<file path="config.mk">
export PLATFORM = sky130hd
export DESIGN_NAME = uart_rx_brk
export DESIGN_NICKNAME = d
export VERILOG_FILES = /design/src/rtl/uart_rx_pkg.sv /design/src/rtl/uart_rx_bitclk.sv /design/src/rtl/uart_rx_flags.sv /design/src/rtl/uart_rx_ctrl.sv /design/src/rtl/uart_rx_brk.sv
export SDC_FILE = /design/constraint.sdc
export NUM_CORES = 1
export LEC_CHECK = 0
export BUFFER_PORTS_ARGS = -buffer_cell sky130_fd_sc_hd__buf_2
export CELL_PAD_IN_SITES_DETAIL_PLACEMENT = 0
export CELL_PAD_IN_SITES_GLOBAL_PLACEMENT = 1
export CORE_AREA = 4 4 83 85
export CTS_CLUSTER_SIZE = 30
export DETAILED_ROUTE_END_ITERATION = 10
export DIE_AREA = 0 0 87 89
export GPL_TIMING_DRIVEN = 0
export PLACE_DENSITY_LB_ADDON = 0.12
export SYNTH_ARGS = -nofsm -noshare
export SYNTH_HDL_FRONTEND = slang
export SYNTH_HIERARCHICAL = 1
export SYNTH_SLANG_ARGS = --single-unit
</file>
<file path="constraint.sdc">
create_clock -name clk -period 3.9 [get_ports clk]
set_input_delay 0.78 -clock clk [delete_from_list [all_inputs] [get_ports clk]]
set_output_delay 0.78 -clock clk [all_outputs]
set_load 0.02 [all_outputs]
</file>
<file path="src/rtl/uart_rx_pkg.sv">
// Shared constants and types for the serial receiver.
// Assumes a fixed maximum character width of 8 bits.
package uart_rx_pkg;

    localparam int DATA_MAX = 8;
    localparam int MIN_BITS = 5;
    localparam int BCNT_W   = 4;

    typedef enum logic [2:0] {
        ST_IDLE,
        ST_START,
        ST_DATA,
        ST_PAR,
        ST_STOP,
        ST_BRKCHK,
        ST_MARK
    } rx_state_e;

    typedef struct packed {
        logic [DATA_MAX-1:0] data;
        logic                perr;
        logic                ferr;
        logic                brk;
    } rx_word_t;

endpackage

</file>
<file path="src/rtl/uart_rx_bitclk.sv">
// Oversampling phase counter for the serial receiver.
// After a restart it produces one strobe on the (OS_RATE/2)th tick
// (the middle of the start bit), then one strobe every OS_RATE ticks.
// Assumes os_tick is a single-cycle enable; OS_RATE is even and >= 4.
module uart_rx_bitclk #(
    parameter int OS_RATE = 16
) (
    input  logic clk,
    input  logic rst_n,
    input  logic os_tick,
    input  logic restart,
    output logic strobe
);
    localparam int CW       = $clog2(OS_RATE);
    localparam int HALF_LIM = OS_RATE / 2 - 1;
    localparam int FULL_LIM = OS_RATE - 1;

    logic [CW-1:0] cnt_q;
    logic          half_q;
    logic [CW-1:0] limit;

    // Pick the terminal count for the current phase (half bit or full bit).
    always_comb begin
        limit = half_q ? CW'(HALF_LIM) : CW'(FULL_LIM);
    end

    assign strobe = os_tick && (cnt_q == limit);

    // Advance the tick counter and leave half-bit mode after the first strobe.
    always_ff @(posedge clk) begin
        if (!rst_n) begin
            cnt_q  <= '0;
            half_q <= 1'b1;
        end else if (restart) begin
            cnt_q  <= '0;
            half_q <= 1'b1;
        end else if (os_tick) begin
            if (cnt_q == limit) begin
                cnt_q  <= '0;
                half_q <= 1'b0;
            end else begin
                cnt_q <= cnt_q + 1'b1;
            end
        end
    end

endmodule

</file>
<file path="src/rtl/uart_rx_flags.sv">
// Data masking and parity evaluation for a completed character.
// Assumes shift-register bits above the configured width may hold anything;
// they are masked off here before parity is computed.
module uart_rx_flags
    import uart_rx_pkg::*;
(
    input  logic [DATA_MAX-1:0] shreg,
    input  logic [1:0]          width_sel,
    input  logic                par_bit,
    input  logic                par_en,
    input  logic                par_odd,
    output logic [DATA_MAX-1:0] data_out,
    output logic                perr
);
    logic [DATA_MAX-1:0] mask;
    logic [BCNT_W-1:0]   nbits;

    assign nbits = BCNT_W'(width_sel) + BCNT_W'(MIN_BITS);

    // Build the per-bit keep mask from the configured data width.
    for (genvar i = 0; i < DATA_MAX; i++) begin : g_mask
        assign mask[i] = (BCNT_W'(i) < nbits);
    end

    assign data_out = shreg & mask;

    // Parity error: data plus parity bit must have even weight (even) or odd weight (odd).
    always_comb begin
        perr = par_en && ((^data_out) ^ par_bit ^ par_odd);
    end

endmodule

</file>
<file path="src/rtl/uart_rx_ctrl.sv">
// Frame sequencer of the serial receiver: start validation, data/parity/stop
// sampling, framing error and break recognition, including a break that
// begins inside a character. Emits one word per delivered entry.
// Assumes strobe marks mid-bit samples and that configuration is stable per frame.
module uart_rx_ctrl
    import uart_rx_pkg::*;
(
    input  logic       clk,
    input  logic       rst_n,
    input  logic       os_tick,
    input  logic       rx,
    input  logic       strobe,
    input  logic [1:0] width_sel,
    input  logic       par_en,
    input  logic       par_odd,
    output logic       restart,
    output logic       emit,
    output rx_word_t   word
);
    rx_state_e           st_q, st_n;
    logic [BCNT_W-1:0]   bit_q, bit_n;
    logic [DATA_MAX-1:0] sh_q, sh_n;
    logic                par_q, par_n;
    logic                zero_q, zero_n;
    logic [DATA_MAX-1:0] data_m;
    logic                perr_c;
    logic [BCNT_W-1:0]   nbits;
    logic [BCNT_W-1:0]   flen;

    assign nbits = BCNT_W'(width_sel) + BCNT_W'(MIN_BITS);
    assign flen  = nbits + BCNT_W'(par_en) + BCNT_W'(2);

    uart_rx_flags flags_i (
        .shreg     (sh_q),
        .width_sel (width_sel),
        .par_bit   (par_q),
        .par_en    (par_en),
        .par_odd   (par_odd),
        .data_out  (data_m),
        .perr      (perr_c)
    );

    // Next-state, sampling and word-emission logic of the frame sequencer.
    always_comb begin
        st_n    = st_q;
        bit_n   = bit_q;
        sh_n    = sh_q;
        par_n   = par_q;
        zero_n  = zero_q;
        restart = 1'b0;
        emit    = 1'b0;
        word    = '0;
        case (st_q)
            ST_IDLE: begin
                if (os_tick && !rx) begin
                    restart = 1'b1;
                    st_n    = ST_START;
                end
            end
            ST_START: begin
                if (strobe) begin
                    if (!rx) begin
                        st_n   = ST_DATA;
                        bit_n  = '0;
                        sh_n   = '0;
                        par_n  = 1'b0;
                        zero_n = 1'b1;
                    end else begin
                        st_n = ST_IDLE;
                    end
                end
            end
            ST_DATA: begin
                if (strobe) begin
                    sh_n[bit_q[2:0]] = rx;
                    zero_n           = zero_q && !rx;
                    if (bit_q == nbits - 1'b1) begin
                        bit_n = '0;
                        st_n  = par_en ? ST_PAR : ST_STOP;
                    end else begin
                        bit_n = bit_q + 1'b1;
                    end
                end
            end
            ST_PAR: begin
                if (strobe) begin
                    par_n  = rx;
                    zero_n = zero_q && !rx;
                    st_n   = ST_STOP;
                end
            end
            ST_STOP: begin
                if (strobe) begin
                    emit = 1'b1;
                    if (rx) begin
                        word.data = data_m;
                        word.perr = perr_c;
                        st_n      = ST_IDLE;
                    end else if (zero_q) begin
                        word.brk = 1'b1;
                        st_n     = ST_MARK;
                    end else begin
                        word.data = data_m;
                        word.perr = perr_c;
                        word.ferr = 1'b1;
                        bit_n     = '0;
                        st_n      = ST_BRKCHK;
                    end
                end
            end
            ST_BRKCHK: begin
                if (strobe) begin
                    if (rx) begin
                        st_n = ST_IDLE;
                    end else if (bit_q == flen - 1'b1) begin
                        emit     = 1'b1;
                        word.brk = 1'b1;
                        st_n     = ST_MARK;
                    end else begin
                        bit_n = bit_q + 1'b1;
                    end
                end
            end
            ST_MARK: begin
                if (os_tick && rx) begin
                    st_n = ST_IDLE;
                end
            end
            default: st_n = ST_IDLE;
        endcase
    end

    // State and datapath registers of the frame sequencer.
    always_ff @(posedge clk) begin
        if (!rst_n) begin
            st_q   <= ST_IDLE;
            bit_q  <= '0;
            sh_q   <= '0;
            par_q  <= 1'b0;
            zero_q <= 1'b0;
        end else begin
            st_q   <= st_n;
            bit_q  <= bit_n;
            sh_q   <= sh_n;
            par_q  <= par_n;
            zero_q <= zero_n;
        end
    end

endmodule

</file>
<file path="src/rtl/uart_rx_brk.sv">
// Top of the asynchronous serial receiver with break recognition.
// Assumes rx_in is already synchronous to clk and os_tick runs at 16x the bit rate.
// Output word and strobe are registered; the word holds until the next delivery.
module uart_rx_brk
    import uart_rx_pkg::*;
#(
    parameter int OS_RATE = 16
) (
    input  logic                clk,
    input  logic                rst_n,
    input  logic                os_tick,
    input  logic                rx_in,
    input  logic [1:0]          cfg_data_bits,
    input  logic                cfg_par_en,
    input  logic                cfg_par_odd,
    output logic                rx_valid,
    output logic [DATA_MAX-1:0] rx_data,
    output logic                rx_perr,
    output logic                rx_ferr,
    output logic                rx_brk
);
    logic     strobe;
    logic     restart;
    logic     emit;
    rx_word_t word;
    rx_word_t word_q;

    uart_rx_bitclk #(.OS_RATE(OS_RATE)) bitclk_i (
        .clk     (clk),
        .rst_n   (rst_n),
        .os_tick (os_tick),
        .restart (restart),
        .strobe  (strobe)
    );

    uart_rx_ctrl ctrl_i (
        .clk       (clk),
        .rst_n     (rst_n),
        .os_tick   (os_tick),
        .rx        (rx_in),
        .strobe    (strobe),
        .width_sel (cfg_data_bits),
        .par_en    (cfg_par_en),
        .par_odd   (cfg_par_odd),
        .restart   (restart),
        .emit      (emit),
        .word      (word)
    );

    // Register the delivered word and its one-cycle strobe.
    always_ff @(posedge clk) begin
        if (!rst_n) begin
            rx_valid <= 1'b0;
            word_q   <= '0;
        end else begin
            rx_valid <= emit;
            if (emit) begin
                word_q <= word;
            end
        end
    end

    assign rx_data = word_q.data;
    assign rx_perr = word_q.perr;
    assign rx_ferr = word_q.ferr;
    assign rx_brk  = word_q.brk;

endmodule

</file>
==> Word-level counts from Yosys, hierarchy flattened <==
Index checks and enable logic that the tools add are counted.
W data, S select, Z words.
{ "classes": {"addsub": 7, "multipliers": 0, "bitwise_logic": 4, "n_mux": 57, "n_eq_ne": 24, "n_shift": 0, "reduce_logical": 21, "n_div": 0, "magnitude_cmp": 10} }
{ "op_table": {"columns": ["op", "count"], "rows": [
  ["$mux W4", 12],
  ["$mux W3", 12],
  ["$mux W8", 3],
  ["$pmux W3 S7", 1],
  ["$mux W10", 2],
  ["$ne A2 B2 Y1 const B", 10],
  ["$lt A3 B4 Y1 const A", 4],
  ["$pmux W4 S4", 1],
  ["$pmux W8 S2", 1],
  ["$mux W1", 14],
  ["$eq A4 B4 Y1", 3],
  ["$reduce_and A4 Y1", 3],
  ["$mux W11", 1],
  ["$reduce_and A10 Y1", 1],
  ["$eq A3 B3 Y1 const B", 3],
  ["$mux W9", 1],
  ["$reduce_and A9 Y1", 1],
  ["$add A4 B1 Y4 const B", 2],
  ["$and A8 B8 Y8", 1],
  ["$bwmux W8", 1],
  ["$lt A1 B4 Y1 const A", 2],
  ["$lt A2 B4 Y1 const A", 2],
  ["$ne A2 B1 Y1 const B", 4],
  ["$pmux W1 S2", 4],
  ["other kinds (21)", 34]
]} }
{ "word_totals": {"output_inout_bits": 12, "latchBits": 0, "regBits": 34, "romBits": 0, "n_memories": 0, "ramBits": 0, "inputBits": 8} }

==> Longest topological paths before layout <==
Gate-level depths: netlist of the first run.
{ "logic_depth": {"depth_word": 11, "mapped_depth": 10, "ltp_nobuf": 9} }

==> Modules after synthesis <==
Netlist of the first run, hierarchy kept.
{ "modules_own_cells": {"columns": ["module", "cells_each", "n_inst", "seq_area_each_um2", "area_each_um2"], "rows": [
  ["uart_rx_ctrl", 159, 1, 340.3, 1251.2],
  ["uart_rx_brk", 37, 1, 240.2, 441.7],
  ["uart_rx_bitclk", 22, 1, 100.1, 225.2],
  ["uart_rx_flags", 18, 1, 0.0, 163.9]
]} }

==> Least setup slack after synthesis of the first run <==
OpenSTA, ideal clock, no wires.
{ "synth_timing": {"kind": "input-to-reg", "from": "input port cfg_par_en", "to": "register word_q, in the netlist rx_data[0]", "path_stages": 10, "t_required_ns": 3.784, "path_slack_ns": 0.809, "n_path_buf": 1, "setup_time_ns": 0.116, "t_arrival_ns": 2.975, "cell_sequence": "inv_1 > ha_1 > fa_1 > xor2_1 > o2111ai_1 > or2_2 > o21ai_0 > buf_6 > mux2i_1 > nor2b_1"} }
{ "synth_between": {"elab_chain_cells": 8} }
{ "synth_rtl": {"columns": ["element", "line_no", "rtl"], "rows": [
  ["start, declared", "uart_rx_brk.sv:14", "input logic cfg_par_en,"],
  ["$add A4 B1 Y4", "uart_rx_ctrl.sv:31", "assign flen = nbits + BCNT_W'(par_en) + BCNT_W'(2);"],
  ["$add A4 B2 Y4", "uart_rx_ctrl.sv:31", null],
  ["$sub A4 B1 Y4", "uart_rx_ctrl.sv:115", "end else if (bit_q == flen - 1'b1) begin"],
  ["$eq A4 B4 Y1", "uart_rx_ctrl.sv:115", null],
  ["$mux W1", "uart_rx_ctrl.sv:115", null],
  ["$mux W1", "uart_rx_ctrl.sv:113", "if (rx) begin"],
  ["$mux W1", "uart_rx_ctrl.sv:112", "if (strobe) begin"],
  ["$pmux W1 S2", "uart_rx_ctrl.sv:53", "case (st_q)"],
  ["net emit", "uart_rx_brk.sv:24", "logic emit;"],
  ["end signal, assigned", "uart_rx_brk.sv:58", "word_q <= word;"],
  ["end, declared", "uart_rx_brk.sv:26", "rx_word_t word_q;"]
]} }
The timed path passes the listed nets, and every way through them passes these cells.
A chain may end at the register's enable or synchronous reset.

==> Worst setup path after layout of the first run <==
{ "layout_timing": {"from": "input port cfg_data_bits[0]", "to": "register word_q, in the netlist rx_data[2]"} }
{ "layout_between": {"elab_chain_cells": 9, "elab_cells_between_ends": 15} }
{ "layout_rtl": {"columns": ["element", "line_no", "rtl"], "rows": [
  ["start, declared", "uart_rx_brk.sv:13", "input logic [1:0] cfg_data_bits,"],
  ["$add A2 B3 Y4", "uart_rx_ctrl.sv:30", "assign nbits = BCNT_W'(width_sel) + BCNT_W'(MIN_BITS);"],
  ["$add A4 B1 Y4", "uart_rx_ctrl.sv:31", null],
  ["$add A4 B2 Y4", "uart_rx_ctrl.sv:31", null],
  ["$sub A4 B1 Y4", "uart_rx_ctrl.sv:115", null],
  ["$eq A4 B4 Y1", "uart_rx_ctrl.sv:115", null],
  ["$mux W1", "uart_rx_ctrl.sv:115", null],
  ["$mux W1", "uart_rx_ctrl.sv:113", null],
  ["$mux W1", "uart_rx_ctrl.sv:112", null],
  ["$pmux W1 S2", "uart_rx_ctrl.sv:53", null],
  ["net emit", "uart_rx_brk.sv:24", null]
]} }
The timed path passes the listed nets, and every way through them passes these cells.

==> impl_metrics.toml, run 1 <==
[synthesis]
synth.most_common_cell = "dfxtp_1"
synth_edf_count = 0
synth.distinct_cells = 48
yosysWarnings = 6
yosysTopAreaCell = "dfxtp_1"
synth_common_cells = "dfxtp_1 (34), nor2b_1 (18), mux2i_1 (15), o21ai_0 (13), nor2_1 (12)"
ys_seq_area_share_pct = 32.7
yosys.area.top_type_share_pct = 32.7
synth-compound-area-share_pct = 16.5
syn_area_um2 = 2080
async_reset_ff_share_pct = 0
synthXorXnorAreaFrac_pct = 8.05
synthAdderAreaFrac_pct = 3.37
synth_top_family_by_area = "simple AND/OR/NAND/NOR gates"
ys.flop_type = "dfxtp_1"
synth-seq-cells = 34
synth_cells = 236
synth.area.top_cells = "dfxtp_1 (33%), mux2i_1 (7.2%), nor2b_1 (5.4%)"
syn_nets = 249
yosys-mux-area-fraction_pct = 7.21
synthSimpleGateAreaFrac_pct = 26.3
syn_area_per_cell_um2 = 8.82

[global_routing]
grt_use_met1_pct = 18.0
grt.busiest_layer = "met2"
grt_use_met3_pct = 2.86
grt_use_met2_pct = 20.9
grt_pass1_vias = 1623
gr-usage-all-layers_pct = 13.3
grt_max_degree = 11
grt_pass1_wl_um = 8110
antenna_found_initial = 0
globalRoute.totalOverflow = 0

[detailed_routing]
dr.pass1.iters = 4
drt_iter0_markers = 85
ant_nets = 0
totalWireLength_um = 4710
drc = 0
routedWlPerCell_um = 13.9
vias_per_cell = 5.03
vias = 1700

[worst_setup_path]
critPathCaptureType = "flop"
cpMaxStageDelayCell = "o21ai_0"
slowest_delay_ns = 0.45
path_delay_family = "simple AND/OR/NAND/NOR gates"
path_max_fanout = 10
worstPathRequired_ns = 4.08
worst-setup-path-type = "input port to flop"
worst-endpoint-arrival_ns = 3.42
cp-start-kind = "input port"
r2r-end = "rx_data[2]"
rrSetupSlack_ns = 1.17
crit_path_cell_trace = "buf_2 -> ha_1 -> fa_1 -> nor3b_1 -> o2111ai_1 -> or2_2 -> o21ai_0 -> buf_6 -> mux2i_1 -> nor2b_1"
cp.buffers_inverters = 2
r2r_cells = 10
r2r-start = "bitclk_i/cnt_q[0]"

[power]
ir_drop_uv = 131
powerDensity_nw_per_um2 = 291
leakagePower_uw = 0.000933

[clock_tree]
cts_root_buf = "clkbuf_8"
cts_setup_buffers = 0
cts_buffer_depth = 2
h-tree-depth = 2
insertion_delay_ns = 0.28
clkSlewWorstSetupHoldPaths_ns = 0.07
hold_buffers = 0
cts_buffers = 5
cts_tree = "done"
post_cts_resized = 0
clock-sinks = 34

[cells_and_area]
drive_above_1_share_pct = 15.7
fin_util_pct = 38.0
nets = 275
n_fill_cell = 653
antenna_cells = 0
area_delta_synth_final_pct = 13.2

[sta]
fin_skew_ns = 0.00568
fin_crit_sh_pct = 83.2
maxSlewViolCount = 0
totalNegativeSetupSlack_ns = 0
hold_viol_final = 0
grt_setup_unrepaired = "false"
setup_violations = 0
period_minus_slack_ns = 3.24
fmax_mhz = 308
maxSlewHeadroom_pct = 57.4
worst_pin_slew_ns = 0.633

[floorplanning]
start_util_pct = 33.6
core_area_um2 = 6200
rows = 29
fp.dieH_um = 89
die_area_um2 = 7740
boundaryPins = 20
die_x_um = 87

[worst_hold_path]
holdPathEnd = "bitclk_i/half_q"
hold_class = "flop to flop"
hp-start = "bitclk_i/half_q"
hold_depth = 2

[place]
io_buffers = 19
globalplace.congestion = 0.858
place_hpwl_um = 3530

[run_status]
status = "completed"

[flow_run]
maxCapViolCount = 0
flip-flops by register name, indices dropped and copies added, names as in the netlist:
name             count
rx_ferr              1
ctrl_i/par_q         1
bitclk_i/half_q      1
ctrl_i/bit_q         4
rx_valid             1
ctrl_i/st_q          3
rx_perr              1
ctrl_i/zero_q        1
rx_brk               1
bitclk_i/cnt_q       4
rx_data              8
ctrl_i/sh_q          8
stage by stage:
step           area, um^2  hold slack, ns  setup slack, ns  total power, uW  instances
4_1_cts              2360           0.489            0.654              704        338
3_3_place_gp         2270           0.474            0.348              433        332
6_report             2360           0.484            0.656              687        338
3_5_place_dp         2270           0.473            0.383              433        332
2_1_floorplan        2080           0.457            0.809              411        236
5_1_grt              2360           0.513            0.348              720        338
worst register-to-register path, delay by kind of cell, from the launching register on:
kind	cells	cell delay, ns
compound gates	1	0.45
simple gates	4	0.72
fa+ha+maj	1	0.19
flops	1	0.39
mux	1	0.20
buf+inv	3	0.69
metal layers:
layer	vias up	share of wire [%]
li1	876	-
met1	779	51
met2	38	43
met3	7	4.2
met4	0	1.6
met5	-	0
how the worst max path moves through the flow:
stage                           startpoint          to  slack (ns)  cells after the start
after floorplan                 cfg_par_en  rx_data[0]        0.81                     10
after global placement          cfg_par_en  rx_data[2]        0.35                     11
after detailed placement  cfg_data_bits[0]  rx_data[4]        0.38                     10
after CTS                       cfg_par_en  rx_data[4]        0.65                     11
after global routing      cfg_data_bits[0]     rx_ferr        0.35                     10
final                     cfg_data_bits[0]  rx_data[2]        0.66                     10
layout by cell type (no fill, tap or decap), types with 4 or more instances in the layout:
cell type	instances
nand2b_1	6
o21ai_0	13
nor3b_1	4
clkbuf_1	10
o211ai_1	4
a21boi_0	7
nor2b_1	18
and3_1	5
xor2_1	7
dfxtp_1	34
nor3_1	5
nand2_1	11
inv_1	9
buf_4	4
nor2_1	12
nand3_1	5
a21oi_1	6
and2_1	10
ha_1	4
mux2i_1	15
clkbuf_8	6
buf_2	19
xnor2_1	7
cell type report:
class                           instances  area, um^2  share of cell area [%]
Clock buffer                            6        82.6                    3.51
Inverter                                9        33.8                    1.43
Sequential cell                        34         681                    28.9
Buffer                                 16        90.1                    3.82
Timing Repair Buffer                   19        95.1                    4.04
Multi-Input combinational cell        177        1280                    54.2
Tap cell                               77        96.3                    4.09
cell families (layout without fill, tap and decap cells):
logic type,count (synthesis),count (layout)
simple gates,92,92
buf+inv,25,50
compound gates,49,49
mux,15,15
flops,34,34
xor+xnor,16,16
fa+ha+maj,5,5
where the power goes:
group,internal [uW],switching [uW]
sequential,351,4.30
clock,136,126
combinational,28.1,40.4
total,516,171
No activity file was read; power rests on OpenSTA's default activity.
==> run 2, diff against run 1 <==
Clock period 3.9 ns to 2.9 ns, I/O delays scaled along.
==> run 2 against run 1 <==
  * Critical path depth did not move
  * Hold slack about the same
  * First-iteration DRC count decreased by 25%
  * Final cell count did not move
  * Setup slack got worse by 0.46 ns
  * Combinational power is 36% higher
  * Die area did not move
  * Critical path type unchanged
  * Critical endpoint is now rx_data[3]
==> impl_metrics.toml, run 2 (synthesis results as in run 1) <==
[worst_hold_path]
hold_depth = 2
holdPathEnd = "bitclk_i/half_q"
hp-start = "bitclk_i/half_q"
hold_class = "flop to flop"

[global_routing]
grt_use_met1_pct = 18.0
grt_pass1_wl_um = 8120
globalRoute.totalOverflow = 0
antenna_found_initial = 0
grt_pass1_vias = 1626
gr-usage-all-layers_pct = 13.3
grt_use_met3_pct = 2.86
grt_use_met2_pct = 20.9
grt.busiest_layer = "met2"
grt_max_degree = 11

[place]
globalplace.congestion = 0.858
io_buffers = 19
place_hpwl_um = 3530

[detailed_routing]
ant_nets = 0
dr.pass1.iters = 4
totalWireLength_um = 4720
vias = 1692
drc = 0
vias_per_cell = 5.01
routedWlPerCell_um = 14.0
drt_iter0_markers = 64

[worst_setup_path]
r2r-start = "bitclk_i/cnt_q[0]"
crit_path_cell_trace = "buf_2 -> ha_1 -> fa_1 -> xor2_1 -> o2111ai_2 -> or2_2 -> o21ai_4 -> buf_6 -> mux2i_1 -> nor2b_1"
cpMaxStageDelayCell = "fa_1"
r2r_cells = 9
slowest_delay_ns = 0.49
worstPathRequired_ns = 3.08
cp-start-kind = "input port"
worst-setup-path-type = "input port to flop"
path_max_fanout = 10
r2r-end = "rx_data[5]"
worst-endpoint-arrival_ns = 2.88
critPathCaptureType = "flop"
rrSetupSlack_ns = 0.38

[floorplanning]
boundaryPins = 20
die_area_um2 = 7740
start_util_pct = 33.6
fp.dieH_um = 89
core_area_um2 = 6200
rows = 29
die_x_um = 87

[clock_tree]
post_cts_resized = 1
cts_buffer_depth = 2
clkSlewWorstSetupHoldPaths_ns = 0.07
insertion_delay_ns = 0.28
cts_root_buf = "clkbuf_8"
clock-sinks = 34
hold_buffers = 0
cts_tree = "done"
h-tree-depth = 2
cts_buffers = 5
cts_setup_buffers = 0

[sta]
fin_hold_ws_ns = 0.484
maxSlewViolCount = 0
grt_setup_unrepaired = "false"
setup_violations = 0
worst_pin_slew_ns = 0.632
fin_crit_sh_pct = 93.2
hold_viol_final = 0
fmax_mhz = 370
maxSlewHeadroom_pct = 57.5
fin_skew_ns = 0.00572
totalNegativeSetupSlack_ns = 0
period_minus_slack_ns = 2.70

[power]
powerDensity_nw_per_um2 = 389
leakagePower_uw = 0.000938
ir_drop_uv = 170

[cells_and_area]
nets = 275
drive_above_1_share_pct = 16.9
antenna_cells = 0
final_common_cell = "dfxtp_1"
mostFrequentLayoutCells = "dfxtp_1 (34), buf_2 (19), nor2b_1 (18), mux2i_1 (15)"
fin_util_pct = 38.3
area_delta_synth_final_pct = 14.2

[run_status]
status = "completed"

[flow_run]
maxCapViolCount = 0
==> run 2: cell counts in the layout (fill, tap and decap cells not counted) <==
Identical to the previous run, type by type.
==> run 2: worst max-delay path by stage <==
stage | start | to | slack (ns) | depth (start not counted)
final | cfg_data_bits[0] | rx_data[3] | 0.20 | 10
after global routing | bitclk_i/cnt_q[0] | rx_data[5] | 0.03 | 9
after CTS | cfg_par_en | rx_data[4] | 0.009 | 11
after detailed placement | cfg_data_bits[0] | rx_data[4] | -0.42 | 10
after global placement | cfg_par_en | rx_data[2] | -0.45 | 11
after floorplan | cfg_par_en | rx_data[0] | 0.009 | 10
==> run 2: final cells by class <==
class / instances / area, um^2
flip-flops and latches: 34 / 681
fillers: 648 / 3830
well taps: 77 / 96.3
repair buffers: 19 / 95.1
plain buffers: 16 / 90.1
clock buffers: 6 / 82.6
multi-input cells: 177 / 1300
inverters: 9 / 33.8
==> run 2: critical path, delay by kind of cell <==
| kind | cells | cell delay, ns |
|---|---|---|
| fa+ha+maj | 2 | 0.72 |
| simple gates | 2 | 0.43 |
| compound gates | 2 | 0.37 |
| buf+inv | 2 | 0.35 |
| xor+xnor | 1 | 0.21 |
| mux | 1 | 0.20 |
==> run 2: through the flow <==
stage / power [uW] / setup WS, ns / area [um^2] / std cells
2_1_floorplan: 552 / 0.00940 / 2080 / 236
3_3_place_gp: 583 / -0.452 / 2270 / 332
3_5_place_dp: 582 / -0.417 / 2270 / 332
4_1_cts: 947 / 0.00888 / 2360 / 338
5_1_grt: 969 / 0.0312 / 2380 / 338
6_report: 924 / 0.198 / 2380 / 338
==> run 2: routing by layer <==
metal	routed length [um]	up-vias
met5	0	-
met4	76	0
met3	224	7
met2	2040	35
met1	2370	774
li1	-	876
==> run 2: power breakdown <==
group | switching [uW] | total, uW | internal [uW]
Clock | 170 | 353 | 183
Sequential | 5.72 | 478 | 472
Combinational | 55.3 | 93.3 | 38.0
